File: config.mk
export PLATFORM = sky130hd
export DESIGN_NAME = bank_data_mem
export DESIGN_NICKNAME = d
export VERILOG_FILES = /design/src/rtl/dmem_pkg.sv /design/src/rtl/dmem_ctrl.sv /design/src/rtl/dmem_dp.sv /design/src/rtl/bank_data_mem.sv
export SDC_FILE = /design/constraint.sdc
export NUM_CORES = 2
export LEC_CHECK = 0
export BUFFER_PORTS_ARGS = -buffer_cell sky130_fd_sc_hd__buf_2
export CAP_MARGIN = 0
export CORE_UTILIZATION = 60
export CTS_BUF_LIST = sky130_fd_sc_hd__clkbuf_2 sky130_fd_sc_hd__clkbuf_4 sky130_fd_sc_hd__clkbuf_8
export DETAILED_ROUTE_END_ITERATION = 10
export PLACE_DENSITY_LB_ADDON = 0.15
export SLEW_MARGIN = 25
export SYNTH_ARGS = -nofsm -noshare
export SYNTH_HDL_FRONTEND = slang
export SYNTH_SLANG_ARGS = --single-unit
File: constraint.sdc
create_clock -name clk -period 18.28 [get_ports clk]
set_clock_uncertainty 0.1 [all_clocks]
set_input_delay 5.484 -clock clk [delete_from_list [all_inputs] [get_ports clk]]
set_output_delay 5.484 -clock clk [all_outputs]
set_load 0.01 [all_outputs]
File: src/rtl/dmem_pkg.sv
package dmem_pkg;
  localparam int DATA_W = 8;
  localparam int ADDR_W = 8;

  localparam logic [ADDR_W-1:0] ADDR_IND0 = 8'h00;
  localparam logic [ADDR_W-1:0] ADDR_PTR0 = 8'h01;
  localparam logic [ADDR_W-1:0] ADDR_IND1 = 8'h02;
  localparam logic [ADDR_W-1:0] ADDR_PTR1 = 8'h03;
  localparam logic [ADDR_W-1:0] ADDR_ACC  = 8'h05;
  localparam logic [ADDR_W-1:0] RAM_BASE  = 8'h28;

  typedef enum logic [1:0] {
    OP_NONE = 2'b00,
    OP_BYTE = 2'b01,
    OP_CLR  = 2'b10,
    OP_SET  = 2'b11
  } wrOp_e;

  // strobes from control to datapath
  typedef struct packed {
    logic [ADDR_W-1:0] rdLoc;
    logic              rdNull;
    logic [ADDR_W-1:0] wrLoc;
    logic              wrByte;
    logic              wrBitOp;
    logic              bitVal;
    logic [2:0]        bitIdx;
  } memStrobe_t;
endpackage

File: src/rtl/dmem_ctrl.sv
module dmem_ctrl
  import dmem_pkg::*;
(
  input  logic              ptr7Mode,
  input  logic [ADDR_W-1:0] rdAddr,
  input  logic [1:0]        wrOp,
  input  logic [ADDR_W-1:0] wrAddr,
  input  logic [2:0]        wrBit,
  input  logic [DATA_W-1:0] ptr0Q,
  input  logic [DATA_W-1:0] ptr1Q,
  output memStrobe_t        strobe
);
  // returns {isNull, location}
  function automatic logic [ADDR_W:0] resolve(input logic [ADDR_W-1:0] a);
    logic [ADDR_W-1:0] eff;
    logic              isNull;
    eff    = a;
    isNull = 1'b0;
    if (a == ADDR_IND0 || a == ADDR_IND1) begin
      eff = (a == ADDR_IND0) ? ptr0Q : ptr1Q;
      if (ptr7Mode) eff[ADDR_W-1] = 1'b0;
      isNull = (eff == ADDR_IND0) || (eff == ADDR_IND1);
    end
    return {isNull, eff};
  endfunction

  logic [ADDR_W:0] rdRes;
  logic [ADDR_W:0] wrRes;
  wrOp_e           opKind;

  always_comb begin
    opKind = wrOp_e'(wrOp);
    rdRes  = resolve(rdAddr);
    wrRes  = resolve(wrAddr);
    strobe.rdLoc   = rdRes[ADDR_W-1:0];
    strobe.rdNull  = rdRes[ADDR_W];
    strobe.wrLoc   = wrRes[ADDR_W-1:0];
    strobe.wrByte  = (opKind == OP_BYTE) && !wrRes[ADDR_W];
    strobe.wrBitOp = ((opKind == OP_SET) || (opKind == OP_CLR)) && !wrRes[ADDR_W];
    strobe.bitVal  = (opKind == OP_SET);
    strobe.bitIdx  = wrBit;
  end
endmodule

File: src/rtl/dmem_dp.sv
module dmem_dp
  import dmem_pkg::*;
#(
  parameter int RAM_BYTES = 96
) (
  input  logic              clk,
  input  logic              rstN,
  input  logic              ptr7Mode,
  input  memStrobe_t        strobe,
  input  logic [DATA_W-1:0] wrData,
  output logic [DATA_W-1:0] rdData,
  output logic [DATA_W-1:0] ptr0Q,
  output logic [DATA_W-1:0] ptr1Q,
  output logic [DATA_W-1:0] accQ
);
  localparam int RAM_TOP = int'(RAM_BASE) + RAM_BYTES - 1;
  localparam int IDX_W   = $clog2(RAM_BYTES);

  logic [DATA_W-1:0] ramQ [RAM_BYTES];
  logic [DATA_W-1:0] curWr;
  logic [DATA_W-1:0] newByte;
  logic [DATA_W-1:0] bitMask;
  logic              wrAny;
  logic [ADDR_W-1:0] wrOff;

  function automatic logic inRam(input logic [ADDR_W-1:0] loc);
    return (int'(loc) >= int'(RAM_BASE)) && (int'(loc) <= RAM_TOP);
  endfunction

  function automatic logic [DATA_W-1:0] fetch(input logic [ADDR_W-1:0] loc);
    logic [ADDR_W-1:0] off;
    off = loc - RAM_BASE;
    if (loc == ADDR_PTR0)     return ptr7Mode ? {1'b1, ptr0Q[DATA_W-2:0]} : ptr0Q;
    else if (loc == ADDR_PTR1) return ptr7Mode ? {1'b1, ptr1Q[DATA_W-2:0]} : ptr1Q;
    else if (loc == ADDR_ACC)  return accQ;
    else if (inRam(loc))       return ramQ[off[IDX_W-1:0]];
    else                       return '0;
  endfunction

  always_comb begin
    rdData  = strobe.rdNull ? '0 : fetch(strobe.rdLoc);
    curWr   = fetch(strobe.wrLoc);
    bitMask = DATA_W'(1) << strobe.bitIdx;
    if (strobe.wrByte)      newByte = wrData;
    else if (strobe.bitVal) newByte = curWr | bitMask;
    else                    newByte = curWr & ~bitMask;
    wrAny = strobe.wrByte | strobe.wrBitOp;
    wrOff = strobe.wrLoc - RAM_BASE;
  end

  always_ff @(posedge clk or negedge rstN) begin
    if (!rstN) begin
      ptr0Q <= '0;
      ptr1Q <= '0;
      accQ  <= '0;
    end else if (wrAny) begin
      if (strobe.wrLoc == ADDR_PTR0)
        ptr0Q <= ptr7Mode ? {1'b0, newByte[DATA_W-2:0]} : newByte;
      if (strobe.wrLoc == ADDR_PTR1)
        ptr1Q <= ptr7Mode ? {1'b0, newByte[DATA_W-2:0]} : newByte;
      if (strobe.wrLoc == ADDR_ACC)
        accQ <= newByte;
    end
  end

  always_ff @(posedge clk or negedge rstN) begin
    if (!rstN) begin
      for (int i = 0; i < RAM_BYTES; i++) ramQ[i] <= '0;
    end else if (wrAny && inRam(strobe.wrLoc)) begin
      ramQ[wrOff[IDX_W-1:0]] <= newByte;
    end
  end
endmodule

File: src/rtl/bank_data_mem.sv
module bank_data_mem #(
  parameter int RAM_BYTES = 96
) (
  input  logic       clk,
  input  logic       rstN,
  input  logic       ptr7Mode,
  input  logic [7:0] rdAddr,
  output logic [7:0] rdData,
  input  logic [1:0] wrOp,
  input  logic [7:0] wrAddr,
  input  logic [7:0] wrData,
  input  logic [2:0] wrBit
);
  import dmem_pkg::*;

  memStrobe_t  strobe;
  logic [7:0]  ptr0Q;
  logic [7:0]  ptr1Q;
  logic [7:0]  accQ;

  dmem_ctrl ctrl_i (
    .ptr7Mode (ptr7Mode),
    .rdAddr   (rdAddr),
    .wrOp     (wrOp),
    .wrAddr   (wrAddr),
    .wrBit    (wrBit),
    .ptr0Q    (ptr0Q),
    .ptr1Q    (ptr1Q),
    .strobe   (strobe)
  );

  dmem_dp #(.RAM_BYTES(RAM_BYTES)) dp_i (
    .clk      (clk),
    .rstN     (rstN),
    .ptr7Mode (ptr7Mode),
    .strobe   (strobe),
    .wrData   (wrData),
    .rdData   (rdData),
    .ptr0Q    (ptr0Q),
    .ptr1Q    (ptr1Q),
    .accQ     (accQ)
  );
endmodule

; ---- After elaboration in Yosys (flattened, before gate mapping)
; Cells that the tools add are included.
[word_totals]
mem_bits_rw = 0
ff_bits = 792
memories = 0
latchBits = 0
output_inout_bits = 8
in_bits = 32
mem_bits_ro = 0
[classes]
shifts = 1
n_eq_ne = 13
reduce_logical = 19
n_mux = 33
n_lt_le_gt_ge = 7
n_mul = 0
n_bitwise = 6
n_div = 0
addsub = 2
[op_table]
columns = op, count
row1 = $bwmux 768, 1
row2 = $mux 8, 23
row3 = $bmux 8 s7, 2
row4 = $demux 8 s7, 1
row5 = $eq 8x2->1 const B, 6
row6 = $logic_not 8->1, 4
row7 = $eq 8x1->1 const B, 2
row8 = $eq 8x3->1 const B, 2
row9 = $ge 8x6->1 const B, 2
row10 = $ge 8x8->1 const B, 2
row11 = $le 8x8->1 const B, 2
row12 = $not 7->8, 2
row13 = $sub 7x6->7 const B, 2
row14 = $and 8x8->8, 1
row15 = $lt 8x1->1 const B, 1
row16 = $not 8->8, 1
row17 = $or 8x8->8, 1
row18 = $shl 1x3->8 const A, 1
row19 = $logic_and 1x1->1, 6
row20 = $mux 1, 6
row21 = $reduce_and 2->1, 3
row22 = $logic_or 1x1->1, 5
row23 = $eq 2x2->1 const B, 2
row24 = $eq 2x1->1 const B, 1
row25 = other kinds (2), 2

; ---- Logic depth before layout (Yosys ltp)
[depth]
word_depth = 18
mapped_depth = 18

; ---- Cells and area by module
; From an unflattened synthesis, not the netlist that was laid out.
[unflattened]
cells_unflattened = 4298
area_unflattened_um2 = 43883.3
[by_module_without_submodules]
columns = module, area_each_um2, cells_per_inst, instances, seq_area_each_um2
row1 = dmem_dp, 43390.4, 4232, 1, 19819.0
row2 = dmem_ctrl, 493.0, 66, 1, 0.0

; ---- Worst setup path after synthesis
; No wires, ideal clock.
[synth_path]
path_kind = input -> output
start = input port rdAddr[0]
end = output port rdData[0]
path_slack_ns = 3.990
path_buffers = 4
required_time_ns = 12.696
arrival_ns = 8.706
path_stages = 13
cell_sequence = or4_1 clkbuf_1 o41ai_1 inv_1 clkbuf_1 clkbuf_1 ha_1 xnor2_1 clkbuf_1 nand3_1 a2111oi_0 a211oi_1 a21oi_1
[synth_between]
elab_chain_cells = 13
word_cells_on_any_way = 27
[synth_lines]
columns = element, line
row1 = start: declaration, bank_data_mem.sv:7  ; input logic [7:0] rdAddr,
row2 = $logic_not 8->1 or $eq 8x2->1 (tied branches), "dmem_ctrl.sv:19, dmem_ctrl.sv:20"
row3 = $mux 8 or $logic_or 1x1->1 (tied branches), "dmem_ctrl.sv:20, dmem_ctrl.sv:19"
row4 = $mux 8, dmem_ctrl.sv:19  ; if (a == ADDR_IND0 || a == ADDR_IND1) begin
row5 = $sub 7x6->7, dmem_dp.sv:32  ; off = loc - RAM_BASE;
row6 = $not 7->8 (implied by the code), dmem_dp.sv:36  ; else if (inRam(loc)) return ramQ[off[IDX_W-1:0]];
row7 = $bmux 8 s7, dmem_dp.sv:36
row8 = $mux 8 (implied by the code) (2 in a row), dmem_dp.sv:36
row9 = $mux 8, dmem_dp.sv:36
row10 = $mux 8, dmem_dp.sv:35  ; else if (loc == ADDR_ACC) return accQ;
row11 = $mux 8, dmem_dp.sv:34  ; else if (loc == ADDR_PTR1) return ptr7Mode ? {1'b1, ptr1Q[DATA_W-2:0]} : ptr1Q;
row12 = $mux 8, dmem_dp.sv:33  ; if (loc == ADDR_PTR0) return ptr7Mode ? {1'b1, ptr0Q[DATA_W-2:0]} : ptr0Q;
row13 = $mux 8 *, dmem_dp.sv:41  ; rdData = strobe.rdNull ? '0 : fetch(strobe.rdLoc);
row14 = end: declaration, bank_data_mem.sv:8  ; output logic [7:0] rdData,
; Mark *: on every way between the ends. The rest lies on a longest branch, timed or not. The select of a mux whose other input is x is not followed.

; ---- Worst setup path in the final report
[layout_path]
start = input port rdAddr[0]
end = output port rdData[6]
; Same word-level chain as after synthesis.

==> results.cfg <==
[cts]
cts_resized = 0
clock_latency_ns = 0.84
post_cts_buffers = 0
clk_pin_slew_ns = 0.06
max-clock-path-buffers = 3
numCtsBuffers = 137
clockRootBuffer = clkbuf_8
cts_hold_buf = 0
cts_tree = built
cts_sinks = 792
cts_max_level = 4

[yosys]
ys_seq_area_share_pct = 44.5
synthFlopType = dfrtp_1
synth_area_um2 = 44600
synth_cell_types = 107
synth.avg_cell_area_um2 = 9.48
yosysTopAreaCell = dfrtp_1
async_flop_share_pct = 100
syn-num-nets = 4737
yosysWarnings = 0
ys_seq_elements = 792
synthTopCellsByArea = dfrtp_1, mux2_2, nor2_1, a21oi_1, nand2_1
synth_edf_count = 0
synth_top_area_share_pct = 44.5
postSynthCellCount = 4702

[run_status]
violations = design-rule violations
status = complete, but fails checks

[worst_hold_path]
holdCritPathClass = flip-flop to flip-flop

[drt]
wl_per_cell_um = 35.1
drt_iter0_drc = 7829
ant_nets = 0
num_vias = 42600
drc_errors = 22
wl_mm = 200
drt_first_pass_iters = 11
via_per_inst = 7.47

[timing]
final_hold_viol_count = 0
finalSetupViolCount = 0
final.min_clock_period_ns = 16.75
period_share_pct = 91.6
fmax_ghz = 0.0597
finalSetupTns_ns = 0
worst_pin_slew_ns = 1.21
maxSlewViolCount = 0
maxSlewHeadroom_pct = 19.1
rsz0062_at_grt = no

[placement]
place_area_um2 = 45700
io_buffers = 39
routabilityCongestion = 1.09
dp_hpwl_mm = 129
dp.cells = 5441

[global_routing]
grt_max_degree = 99
grt_usage_pct = 53.0
first_global_vias = 39000
grt_pass1_wl_mm = 284
antenna_found_initial = 13
gr-total-overflow = 0

[worst_setup_path]
cp-end-kind = primary output
crit_type = primary input to primary output
cpMaxStageDelayCell = nor4_2
max_stage_delay_ns = 0.90
required_ns = 12.70
worstPathMaxFanout = 49
crit_chain = buf_2, nor4_2, a31o_2, buf_4, and2_4, buf_4, mux2i_1, mux4_2, o211ai_1, nand4_1, o211a_1, a31oi_1, buf_2
critical_path.top_delay_family = simple AND/OR/NAND/NOR gates
worst-path-buf-inv = 4
startpoint_type = primary input
worstPathArrival_ns = 11.17

[layout]
fin_nets = 4657
postLayoutCoreUtil_pct = 66.7
fin_area_um2 = 48800
area_growth_pct = 9.52
fin_cells = 5698
drive_gt1_share_pct = 23.5

[die]
dieArea_um2 = 75400
rows = 99
die_y_um = 275
coreArea_um2 = 73200
fp.dieW_um = 275
ios = 40
initial_core_util_pct = 60.9

[power]
p_total_mw = 4.69
peakVddDrop_mv = 0.0862
leakagePower_nw = 21.4
powerDensity_nw_per_um2 = 96.0

[flow_run]
cap_violations = 0
==> cell families after synthesis <==
logic type / after synthesis / synth area share (%)
adder cells (fa/ha/maj): 3 / 0.0842
AO/OA/AOI/OAI: 1294 / 19.6
multiplexers: 565 / 15.6
AND/OR/NAND/NOR: 1571 / 15.1
buffers and inverters: 473 / 5.09
XOR/XNOR: 4 / 0.0786
flip-flops: 792 / 44.5
==> worst paths after layout <==
check | startpoint | end | slack [ns] | cells after the start
hold reg to reg | dp_i.ramQ[748] | dp_i.ramQ[748] | 0.43 | 1
max in group asynchronous | rstN | dp_i.ramQ[62] | 10.64 | 4
hold / removal | dp_i.ramQ[748] | dp_i.ramQ[748] | 0.43 | 1
setup reg to reg | dp_i.ptr0Q[0] | dp_i.ramQ[655] | 11.14 | 12
setup / recovery | rdAddr[0] | rdData[6] | 1.53 | 13
min in group asynchronous | rstN | dp_i.ramQ[279] | 4.57 | 1
==> cell type report <==
cell class                 count  area (µm²)
sequential                   792       19800
tap                          959        1200
multi-input combinational   3437       22900
clock inverter                35         377
antenna                       12        30.0
fill                        5852       24400
inverter                      19        71.3
clock buffer                 209        2620
timing repair buffer         235        1820
==> where the power goes <==
| part | switching (mW) | internal [mW] |
|---|---|---|
| Clock | 0.805 | 0.983 |
| Combinational | 0.583 | 0.269 |
| Sequential | 0.145 | 1.90 |
==> placed cells by master, fill, tap and decap left out, types with 38 or more instances in the layout <==
cell	instances
a31oi_1	77
nor2_1	583
nand3_1	131
nand2_1	572
o221ai_1	58
a211oi_1	95
buf_2	38
a21oi_1	453
and3_1	85
o22ai_1	136
clkbuf_8	168
clkbuf_4	41
buf_4	183
mux2i_1	81
mux4_2	60
nor3_1	55
o21ai_0	107
mux2_2	424
a311oi_1	51
dfrtp_1	792
==> sequential cells by signal, summed over array words and instances (netlist names) <==
signal / cells
dp_i.ptr0Q: 8
dp_i.accQ: 8
dp_i.ramQ: 768
dp_i.ptr1Q: 8
==> cell usage after synthesis, types with 13 or more instances <==
cell and instances:
dfrtp_1 792, nor2_1 611, nand2_1 576, a21oi_1 454
mux2_2 424, clkbuf_1 250, o22ai_1 136, nand3_1 133
buf_2 123, o21ai_0 109, a211oi_1 97, and3_1 85
mux2i_1 81, a31oi_1 79, mux4_2 60, nor3_1 58
o221ai_1 58, a311oi_1 52, a21oi_2 35, buf_6 32
buf_4 27, a221oi_1 26, buf_1 22, o211ai_1 22
nor4_1 20, inv_1 17, o31ai_1 17, a2111oi_0 16
o2111ai_1 15, a22oi_1 14, nand4_1 14, a32oi_1 13
==> layer usage <==
metal | up-vias | part of all wire [%] | track usage, %
met5 | - | 0.085 | 0.439
met4 | 16 | 9.2 | 38.2
li1 | 17100 | - | -
met1 | 20600 | 36 | 69.5
met3 | 989 | 16 | 22.7
met2 | 3835 | 39 | 69.5
==> per-stage QoR <==
stage | worst slack, ns | hold slack (ns)
5_1_grt | 1.63 | 0.441
3_5_place_dp | 1.91 | 0.413
3_3_place_gp | 1.45 | 0.404
4_1_cts | 1.90 | 0.426
2_1_floorplan | 3.99 | 0.389
6_report | 1.53 | 0.428
Power figures use the tool's default switching activity.
